$ cat config.mk
export PLATFORM = sky130hd
export DESIGN_NAME = ide_pio_strobe_gen
export DESIGN_NICKNAME = d
export VERILOG_FILES = /design/src/rtl/ide_pio_strobe_pkg.sv /design/src/rtl/ide_pio_decode.sv /design/src/rtl/ide_pio_seq.sv /design/src/rtl/ide_pio_strobe_gen.sv
export SDC_FILE = /design/constraint.sdc
export NUM_CORES = 1
export LEC_CHECK = 0
export BUFFER_PORTS_ARGS = -buffer_cell sky130_fd_sc_hd__buf_2
export CORE_MARGIN = 10
export CORE_UTILIZATION = 25
export DETAILED_ROUTE_END_ITERATION = 16
export SLEW_MARGIN = 10
export SYNTH_ARGS = -nofsm -noshare
export SYNTH_HDL_FRONTEND = slang
export SYNTH_SLANG_ARGS = --single-unit
$ cat constraint.sdc
create_clock -name clk -period 1.8 [get_ports clk]
set_input_delay 0.45 -clock clk [delete_from_list [all_inputs] [get_ports clk]]
set_output_delay 0.45 -clock clk [all_outputs]
set_load 0.005 [all_outputs]
$ cat src/rtl/ide_pio_strobe_pkg.sv
`timescale 1ns/1ps
package ide_pio_strobe_pkg;

  // Bit positions of the channel timing word that decode depends on
  localparam int CFG_CHAN_EN   = 15;
  localparam int CFG_SLV_INDEP = 14;
  localparam int CFG_SMP_LO    = 12;
  localparam int CFG_REC_LO    = 8;
  localparam int CFG_SLV_NIB   = 4;

  // Flag nibble bit positions
  localparam int FLG_FAST     = 0;
  localparam int FLG_IORDY    = 1;
  localparam int FLG_PREFETCH = 2;
  localparam int FLG_DMA_ONLY = 3;

  typedef enum logic [1:0] {
    SEQ_IDLE = 2'd0,
    SEQ_ACT  = 2'd1,
    SEQ_REC  = 2'd2
  } seq_state_t;

  typedef struct packed {
    logic dma_only;
    logic prefetch;
    logic use_iordy;
    logic fast;
  } drv_flags_t;

  // Subtractive encodings of the 2-bit timing fields
  function automatic int strobe_clocks(input logic [1:0] fld);
    return 5 - int'(fld);
  endfunction

  function automatic int recovery_clocks(input logic [1:0] fld);
    return 4 - int'(fld);
  endfunction

endpackage

$ cat src/rtl/ide_pio_decode.sv
`timescale 1ns/1ps
module ide_pio_decode
  import ide_pio_strobe_pkg::*;
#(
  parameter int CHANNEL_ID    = 0,
  parameter int COMPAT_ACTIVE = 6,
  parameter int COMPAT_RECOV  = 4,
  parameter int CNT_W         = 3
) (
  input  logic [15:0]      chan_cfg,
  input  logic [7:0]       slave_cfg,
  input  logic             drv_sel,
  output logic [CNT_W-1:0] act_cnt,
  output logic [CNT_W-1:0] rec_cnt,
  output logic             use_iordy,
  output logic             fast_sel
);

  localparam int SIDE_LO = (CHANNEL_ID == 0) ? 0 : 4;

  drv_flags_t flags;
  logic [1:0] side_smp;
  logic [1:0] side_rec;
  logic [1:0] smp_fld;
  logic [1:0] rec_fld;
  logic       indep;

  generate
    if (CHANNEL_ID == 0) begin : g_primary
      assign side_rec = slave_cfg[1:0];
      assign side_smp = slave_cfg[3:2];
    end else begin : g_secondary
      assign side_rec = slave_cfg[5:4];
      assign side_smp = slave_cfg[7:6];
    end
  endgenerate

  always_comb begin
    flags = drv_sel ? drv_flags_t'(chan_cfg[CFG_SLV_NIB +: 4])
                    : drv_flags_t'(chan_cfg[3:0]);
    indep = drv_sel & chan_cfg[CFG_SLV_INDEP];
    smp_fld = indep ? side_smp : chan_cfg[CFG_SMP_LO +: 2];
    rec_fld = indep ? side_rec : chan_cfg[CFG_REC_LO +: 2];
    fast_sel = flags.fast & ~flags.dma_only;
    use_iordy = flags.use_iordy;
    if (fast_sel) begin
      act_cnt = CNT_W'(strobe_clocks(smp_fld));
      rec_cnt = CNT_W'(recovery_clocks(rec_fld));
    end else begin
      act_cnt = CNT_W'(COMPAT_ACTIVE);
      rec_cnt = CNT_W'(COMPAT_RECOV);
    end
  end

  logic unused_sig;
  assign unused_sig = ^{SIDE_LO[0], flags.prefetch};

endmodule

$ cat src/rtl/ide_pio_seq.sv
`timescale 1ns/1ps
module ide_pio_seq
  import ide_pio_strobe_pkg::*;
#(
  parameter int CNT_W = 3
) (
  input  logic             clk,
  input  logic             rst_n,
  input  logic             start,
  input  logic [CNT_W-1:0] act_cnt,
  input  logic [CNT_W-1:0] rec_cnt,
  input  logic             use_iordy,
  input  logic             iordy,
  output logic             strobe,
  output logic             idle,
  output logic             last_rec,
  output logic             stretch
);

  seq_state_t       state;
  logic [CNT_W-1:0] cnt;
  logic [CNT_W-1:0] rec_hold;
  logic             iordy_en;

  assign stretch  = (state == SEQ_ACT) && (cnt == '0) && iordy_en && !iordy;
  assign strobe   = (state == SEQ_ACT);
  assign idle     = (state == SEQ_IDLE);
  assign last_rec = (state == SEQ_REC) && (cnt == '0);

  always_ff @(posedge clk or negedge rst_n) begin
    if (!rst_n) begin
      state    <= SEQ_IDLE;
      cnt      <= '0;
      rec_hold <= '0;
      iordy_en <= 1'b0;
    end else begin
      case (state)
        SEQ_IDLE: begin
          if (start) begin
            state    <= SEQ_ACT;
            cnt      <= act_cnt - CNT_W'(1);
            rec_hold <= rec_cnt;
            iordy_en <= use_iordy;
          end
        end
        SEQ_ACT: begin
          if (cnt != '0) begin
            cnt <= cnt - CNT_W'(1);
          end else if (!stretch) begin
            state <= SEQ_REC;
            cnt   <= rec_hold - CNT_W'(1);
          end
        end
        SEQ_REC: begin
          if (cnt != '0) cnt <= cnt - CNT_W'(1);
          else state <= SEQ_IDLE;
        end
        default: state <= SEQ_IDLE;
      endcase
    end
  end

endmodule

$ cat src/rtl/ide_pio_strobe_gen.sv
`timescale 1ns/1ps
module ide_pio_strobe_gen
  import ide_pio_strobe_pkg::*;
#(
  parameter int CHANNEL_ID    = 0,
  parameter int COMPAT_ACTIVE = 6,
  parameter int COMPAT_RECOV  = 4
) (
  input  logic        clk,
  input  logic        rst_n,
  input  logic [15:0] chan_cfg,
  input  logic [7:0]  slave_cfg,
  input  logic        req,
  input  logic        drv_sel,
  input  logic        iordy,
  output logic        ready,
  output logic        strobe,
  output logic        cyc_done
);

  localparam int MAX_CLK = (COMPAT_ACTIVE > 5) ? COMPAT_ACTIVE : 5;
  localparam int MAX_ALL = (COMPAT_RECOV > MAX_CLK) ? COMPAT_RECOV : MAX_CLK;
  localparam int CNT_W   = $clog2(MAX_ALL + 1);

  logic [CNT_W-1:0] act_cnt;
  logic [CNT_W-1:0] rec_cnt;
  logic             use_iordy;
  logic             fast_sel;
  logic             idle;
  logic             accept;
  logic             stretch;
  logic             chan_en;

  assign chan_en = chan_cfg[CFG_CHAN_EN];
  assign ready   = idle & chan_en;
  assign accept  = req & ready;

  ide_pio_decode #(
    .CHANNEL_ID   (CHANNEL_ID),
    .COMPAT_ACTIVE(COMPAT_ACTIVE),
    .COMPAT_RECOV (COMPAT_RECOV),
    .CNT_W        (CNT_W)
  ) u_decode (
    .chan_cfg (chan_cfg),
    .slave_cfg(slave_cfg),
    .drv_sel  (drv_sel),
    .act_cnt  (act_cnt),
    .rec_cnt  (rec_cnt),
    .use_iordy(use_iordy),
    .fast_sel (fast_sel)
  );

  ide_pio_seq #(
    .CNT_W(CNT_W)
  ) u_seq (
    .clk      (clk),
    .rst_n    (rst_n),
    .start    (accept),
    .act_cnt  (act_cnt),
    .rec_cnt  (rec_cnt),
    .use_iordy(use_iordy),
    .iordy    (iordy),
    .strobe   (strobe),
    .idle     (idle),
    .last_rec (cyc_done),
    .stretch  (stretch)
  );

endmodule

## Yosys cells after proc, flatten, opt, wreduce, memory -nomap -nowiden

Cells that the tools add are included.

| storage, ports and cells | value |
|---|---|
| bits in registers | 9 |
| bits of input ports | 29 |
| output and inout port bits | 3 |
| word-level logic and storage cells | 49 |

| operators by class | value |
|---|---|
| add/subtract/negate cells | 5 |
| equality and inequality tests | 8 |
| muxes and demuxes | 15 |
| bitwise gates (word level) | 5 |
| reduce and logical (&&, ||, !) cells | 12 |

Operators by type and width:

| kind | count |
|---|---|
| $mux 3 | 6 |
| $mux 2 | 6 |
| $pmux 3 s3 | 1 |
| $sub 3x1->3 const B | 3 |
| $ne 2x2->1 const B | 4 |
| $reduce_and 4->1 | 2 |
| $pmux 2 s3 | 1 |
| $reduce_bool 3->1 | 2 |
| $sub 3x2->3 const A | 2 |
| $and 1x1->1 | 4 |
| $logic_and 1x1->1 | 4 |
| $mux 4 | 1 |
| $logic_not 3->1 | 1 |
| $ne 3x2->1 const B | 1 |
| $eq 2x1->1 const B | 1 |
| $eq 2x2->1 const B | 1 |
| $logic_not 2->1 | 1 |
| $ne 2x1->1 const B | 1 |
| $reduce_and 2->1 | 1 |
| $logic_not 1->1 | 1 |
| $not 1->1 | 1 |

## Depth between registers and ports, before layout

| depth | value |
|---|---|
| depth in word-level cells | 7 |
| mapped depth | 6 |
| depth with buffers taken out | 6 |

## Modules after synthesis

A second synthesis with hierarchy kept.

| second synthesis, totals | value |
|---|---|
| cell total of the unflattened synthesis | 88 |
| area total of the unflattened synthesis | 838.3 um2 |

Modules (own cells, without submodules):

| module | times used | cells each | area an instance (um2) | seq. area each (um2) |
|---|---|---|---|---|
| ide_pio_seq | 1 | 65 | 643.1 | 225.2 |
| ide_pio_decode | 1 | 21 | 182.7 | 0.0 |
| ide_pio_strobe_gen | 1 | 2 | 12.5 | 0.0 |

## Worst setup path after synthesis

No wires, ideal clock.

| timing path | value |
|---|---|
| path type | input-to-reg |
| start | in drv_sel |
| end | reg u_seq.cnt[2] |
| library setup time | 129 ps |
| arrival time | 1,686 ps |
| data required time | 1,671 ps |
| slack | -16 ps |
| stages on the path | 6 |
| buffers on the path | 0 |
| path through | or3b_1 > o21ai_2 > nand2_1 > ha_1 > and4_4 > o41a_1 |

| on the way | value |
|---|---|
| cells in the longest elaborated chain, start to end | 7 |
| elaborated cells between the ends (all ways) | 10 |
| those cells by class | add/sub (2); mux (5); bitwise (3) |

Ends and longest elaborated chain:

| what | line | text |
|---|---|---|
| start, declared | ide_pio_strobe_gen.sv:14 | `input logic drv_sel,` |
| $and 1x1->1 / $mux 4 (equally long branches) | ide_pio_decode.sv:41, ide_pio_decode.sv:39 |  |
| $mux 2 / $not 1->1 (equally long branches) | ide_pio_decode.sv:42, ide_pio_decode.sv:44 |  |
| $sub 3x2->3 / $and 1x1->1 (equally long branches) | ide_pio_strobe_pkg.sv:32, ide_pio_decode.sv:44 |  |
| $mux 3 * | ide_pio_decode.sv:46 | `if (fast_sel) begin` |
| $sub 3x1->3 * | ide_pio_seq.sv:41 | `cnt <= act_cnt - CNT_W'(1);` |
| $mux 3 * | ide_pio_seq.sv:39 | `if (start) begin` |
| $pmux 3 s3 * | ide_pio_seq.sv:37 | `case (state)` |
| end signal, assigned | ide_pio_seq.sv:41 |  |
| end signal, assigned | ide_pio_seq.sv:48 | `cnt <= cnt - CNT_W'(1);` |
| end signal, assigned | ide_pio_seq.sv:51 | `cnt <= rec_hold - CNT_W'(1);` |
| end, declared | ide_pio_seq.sv:21 | `logic [CNT_W-1:0] cnt;` |

Mark *: on every way between the ends. The rest lies on a longest branch, timed or not. The select of a mux whose other input is x is not followed.
A chain may end at the register's enable or synchronous reset.

## Final worst setup path

| timing path | value |
|---|---|
| start | reg u_seq.state[0] |
| end | out ready |

| on the way | value |
|---|---|
| cells in the longest elaborated chain, start to end | 2 |

Ends and longest elaborated chain:

| what | line | text |
|---|---|---|
| start, declared | ide_pio_seq.sv:20 | `seq_state_t state;` |
| start signal, assigned | ide_pio_seq.sv:32 | `state <= SEQ_IDLE;` |
| start signal, assigned | ide_pio_seq.sv:40 | `state <= SEQ_ACT;` |
| start signal, assigned | ide_pio_seq.sv:50 | `state <= SEQ_REC;` |
| $logic_not 2->1 | ide_pio_seq.sv:27 | `assign idle = (state == SEQ_IDLE);` |
| $and 1x1->1 | ide_pio_strobe_gen.sv:35 | `assign ready = idle & chan_en;` |
| end, declared | ide_pio_strobe_gen.sv:16 | `output logic ready,` |

No other way between the ends.

==> run summary <==
DETAILED ROUTING
---------------------------------------------------------------------------------
Routed wirelength normalized by instance count .....................      11.6 um
DR vias ............................................................          736
Number of remaining DRC errors .....................................            0
Vias per Instance ..................................................         4.38
DRT Wirelength .....................................................      1950 um
Count of antenna-violating nets left after detailed routing ........            0
Detailed Route Iter0 Violations ....................................           30
Detailed Routing Iterations Pass 1 .................................            4

TIMING
---------------------------------------------------------------------------------
Slew @ Worst Pin ...................................................     0.220 ns
Number of setup violations in the final report .....................            0
Final count of hold timing violations ..............................            0
Min cycle time layout ..............................................      1.72 ns
Pins Over Slew Limit ...............................................            0
Setup Skew .........................................................   0.00432 ns
Worst hold-check slack .............................................    0.0283 ns
Final TNS setup ....................................................         0 ns
Peak clock frequency supported by timing ...........................    0.581 GHz
Unrepaired setup endpoints after global routing ....................         true
Relative slew margins ..............................................        84.9%
Worst path setup slack after routing ...............................    0.0794 ns
Crit share post-route ..............................................        95.6%

POWER AND IR DROP
---------------------------------------------------------------------------------
Total design power .................................................      1480 uW
Static leakage .....................................................  0.000547 uW
Pwr Density ........................................................ 1350 mW/mm^2
Worst ir drop on vdd ...............................................     0.371 mV

SETUP PATH
---------------------------------------------------------------------------------
Critical path arrival ..............................................      1.27 ns
Critical Path End Type ............................................. primary output
CP Cell Sequence ................................................... inv_2 > ha_1 > and2_1 > buf_2
CP max stage delay .................................................      0.42 ns
Max stage delay cell, worst path ...................................      dfrtp_1
Crit start category ................................................         flop
Register-to-register setup slack ...................................      0.13 ns
Kind of critical path ..............................................   reg -> out
Worst-path fanout max ..............................................            5
Critical Path RT ...................................................      1.35 ns

YOSYS
---------------------------------------------------------------------------------
Register bit count reported by yosys ...............................            9
Cell types with the largest area share after synthesis ............. dfrtp_1 28%, ha_1 17%, mux2_2 5.7%
Leading area contributor after synthesis ...........................      dfrtp_1
Count of synthesis-stage warnings from yosys .......................            0
Async set or reset register ratio after synthesis ..................         100%
Top cells by instance count after synthesis ........................ 11 x ha_1, 11 x nand2_1, 9 x dfrtp_1, 9 x inv_1, 6 x a21oi_1
Number of nets in the synthesized netlist ..........................          127
Sequential element share of the synthesized area ...................        28.3%
Synthesized cell area ..............................................     795 um^2
Post-synth EDFFs ...................................................            0
Number of distinct library cells after synthesis ...................           31
Most used flip-flop cell after synthesis ...........................      dfrtp_1
Share of Yosys cell area claimed by the top area cell type .........        28.3%
Post-synthesis area per instance ...................................    9.13 um^2
Number of instances in the synthesized netlist .....................           87

CELLS AND AREA
---------------------------------------------------------------------------------
Area added between synthesis and finish ............................        38.6%
Final nets .........................................................          165
Fraction of final layout cells sized beyond drive strength 1 .......        40.3%
Number of diodes ...................................................            0
Final standard cell utilization of the core ........................        36.1%

PLACEMENT
---------------------------------------------------------------------------------
Placer Congestion ..................................................        0.773
Half-perimeter wire length of the detailed placement result ........      1690 um
I/O Buffers ........................................................           23
Worst setup slack before clock tree synthesis ......................    -0.193 ns

CLOCKING
---------------------------------------------------------------------------------
Root Buffer ........................................................     clkbuf_4
CTS Hold Buffers Added .............................................            0
Level count of the clock H-tree ....................................            1
Source-to-sink clock delay at the later pin of the worst-skew pair .      0.26 ns
Clock slew at reported path FFs ....................................      0.06 ns
Number of clock sinks ..............................................            9
Number of buffers created by CTS ...................................            3
Max clock buf depth ................................................            2
CTS tree ...........................................................         done

GLOBAL ROUTING
---------------------------------------------------------------------------------
Total global-route track usage .....................................        6.85%
Antenna violations before repair ...................................            0
Via count of the first global-routing pass .........................          806
Overflow after GRT .................................................            0
First-pass GRT wire length .........................................      3320 um
Maximum number of pins on one net before global-route repair .......           10

FLOW RUN
---------------------------------------------------------------------------------
MaxCap Viol Count ..................................................            0

FLOORPLAN
---------------------------------------------------------------------------------
I/O pins ...........................................................           32
Core region area ................................................... 0.00305 mm^2
Vert. Die Dim ......................................................      76.4 um
Die ar. ............................................................ 0.00583 mm^2
Die outline width ..................................................      76.4 um
Starting utilization of the core area ..............................        26.0%
Rows ...............................................................           20

HOLD PATH
---------------------------------------------------------------------------------
Kind of path behind the tightest hold check ........................  in -> async

STATUS
---------------------------------------------------------------------------------
Outcome ............................................................ finished, final reports clean

what timing repair did:
| item | in CTS | in global routing |
|---|---|---|
| buffers inserted | 0 | 3 |
| gates cloned | 0 | 0 |
| resized for setup | 4 | 4 |
| pin swaps | 0 | 2 |
| endpoints found under the setup margin | 1 | 3 |
stage by stage:
stage,cells,area [um^2]
6_report,168,1100
5_1_grt,168,1100
4_1_cts,165,1060
3_5_place_dp,161,1020
3_3_place_gp,161,1020
2_1_floorplan,87,797
cell type report:
type / instances / area [um^2]
Timing Repair Buffer: 33 / 190
Clock buffer: 4 / 26.3
Tap cell: 44 / 55.1
Multi-Input combinational cell: 69 / 571
Inverter: 9 / 33.8
Fill cell: 336 / 1950
Sequential cell: 9 / 225
kinds of logic after synthesis:
| group | share of synthesized area (%) |
|---|---|
| adder cells (fa/ha/maj) | 17.3 |
| flip-flops | 28.3 |
| AND/OR/NAND/NOR | 15.6 |
| buffers and inverters | 4.25 |
| XOR/XNOR | 1.10 |
| AO/OA/AOI/OAI | 20.8 |
| multiplexers | 12.6 |
cells in the final DEF, fill, tap and decap left out, types with 3 or more instances in the layout:
cell,count
a21oi_1,6
buf_2,23
buf_4,10
clkbuf_4,3
dfrtp_1,9
ha_1,9
inv_1,7
mux2_2,4
mux2i_1,4
nand2_1,11
o21ai_0,4
path summary, 6_finish.rpt:
kind	start	endpoint	cells after the start
worst max-delay path	u_seq.state[0]	ready	4
worst min-delay path	rst_n	u_seq.rec_hold[0]	1
max in group asynchronous	rst_n	u_seq.state[1]	1
worst min register to register	u_seq.rec_hold[2]	u_seq.rec_hold[2]	2
min in group clk	u_seq.rec_hold[2]	u_seq.rec_hold[2]	2
worst max register to register	u_seq.state[1]	u_seq.cnt[2]	6
flip-flops by register name, summed over array words and instances (netlist names):
register	cells
u_seq.rec_hold	3
u_seq.state	2
u_seq.iordy_en	1
u_seq.cnt	3
routing by layer:
metal	global-route usage [%]	up-vias	wire length, um
li1	-	386	-
met5	0	-	0
met2	11.5	23	945
met3	1.06	4	46
met4	5.02	0	46
met1	7.66	323	909
report_power, final:
part / internal, uW / switching [uW] / leakage [uW]
Clock: 85.1 / 66.3 / 0.0000150
Sequential: 301 / 90.6 / 0.000111
Combinational: 492 / 449 / 0.000422
Total: 878 / 606 / 0.000547
critical path, delay by kind of cell (launching register included):
kind                       cells  cell delay [ns]
and+or+nand+nor                1             0.16
buffers and inverters          2             0.22
adders and majority gates      1             0.22
DFF                            1             0.42
No activity file was read; power rests on OpenSTA's default activity.
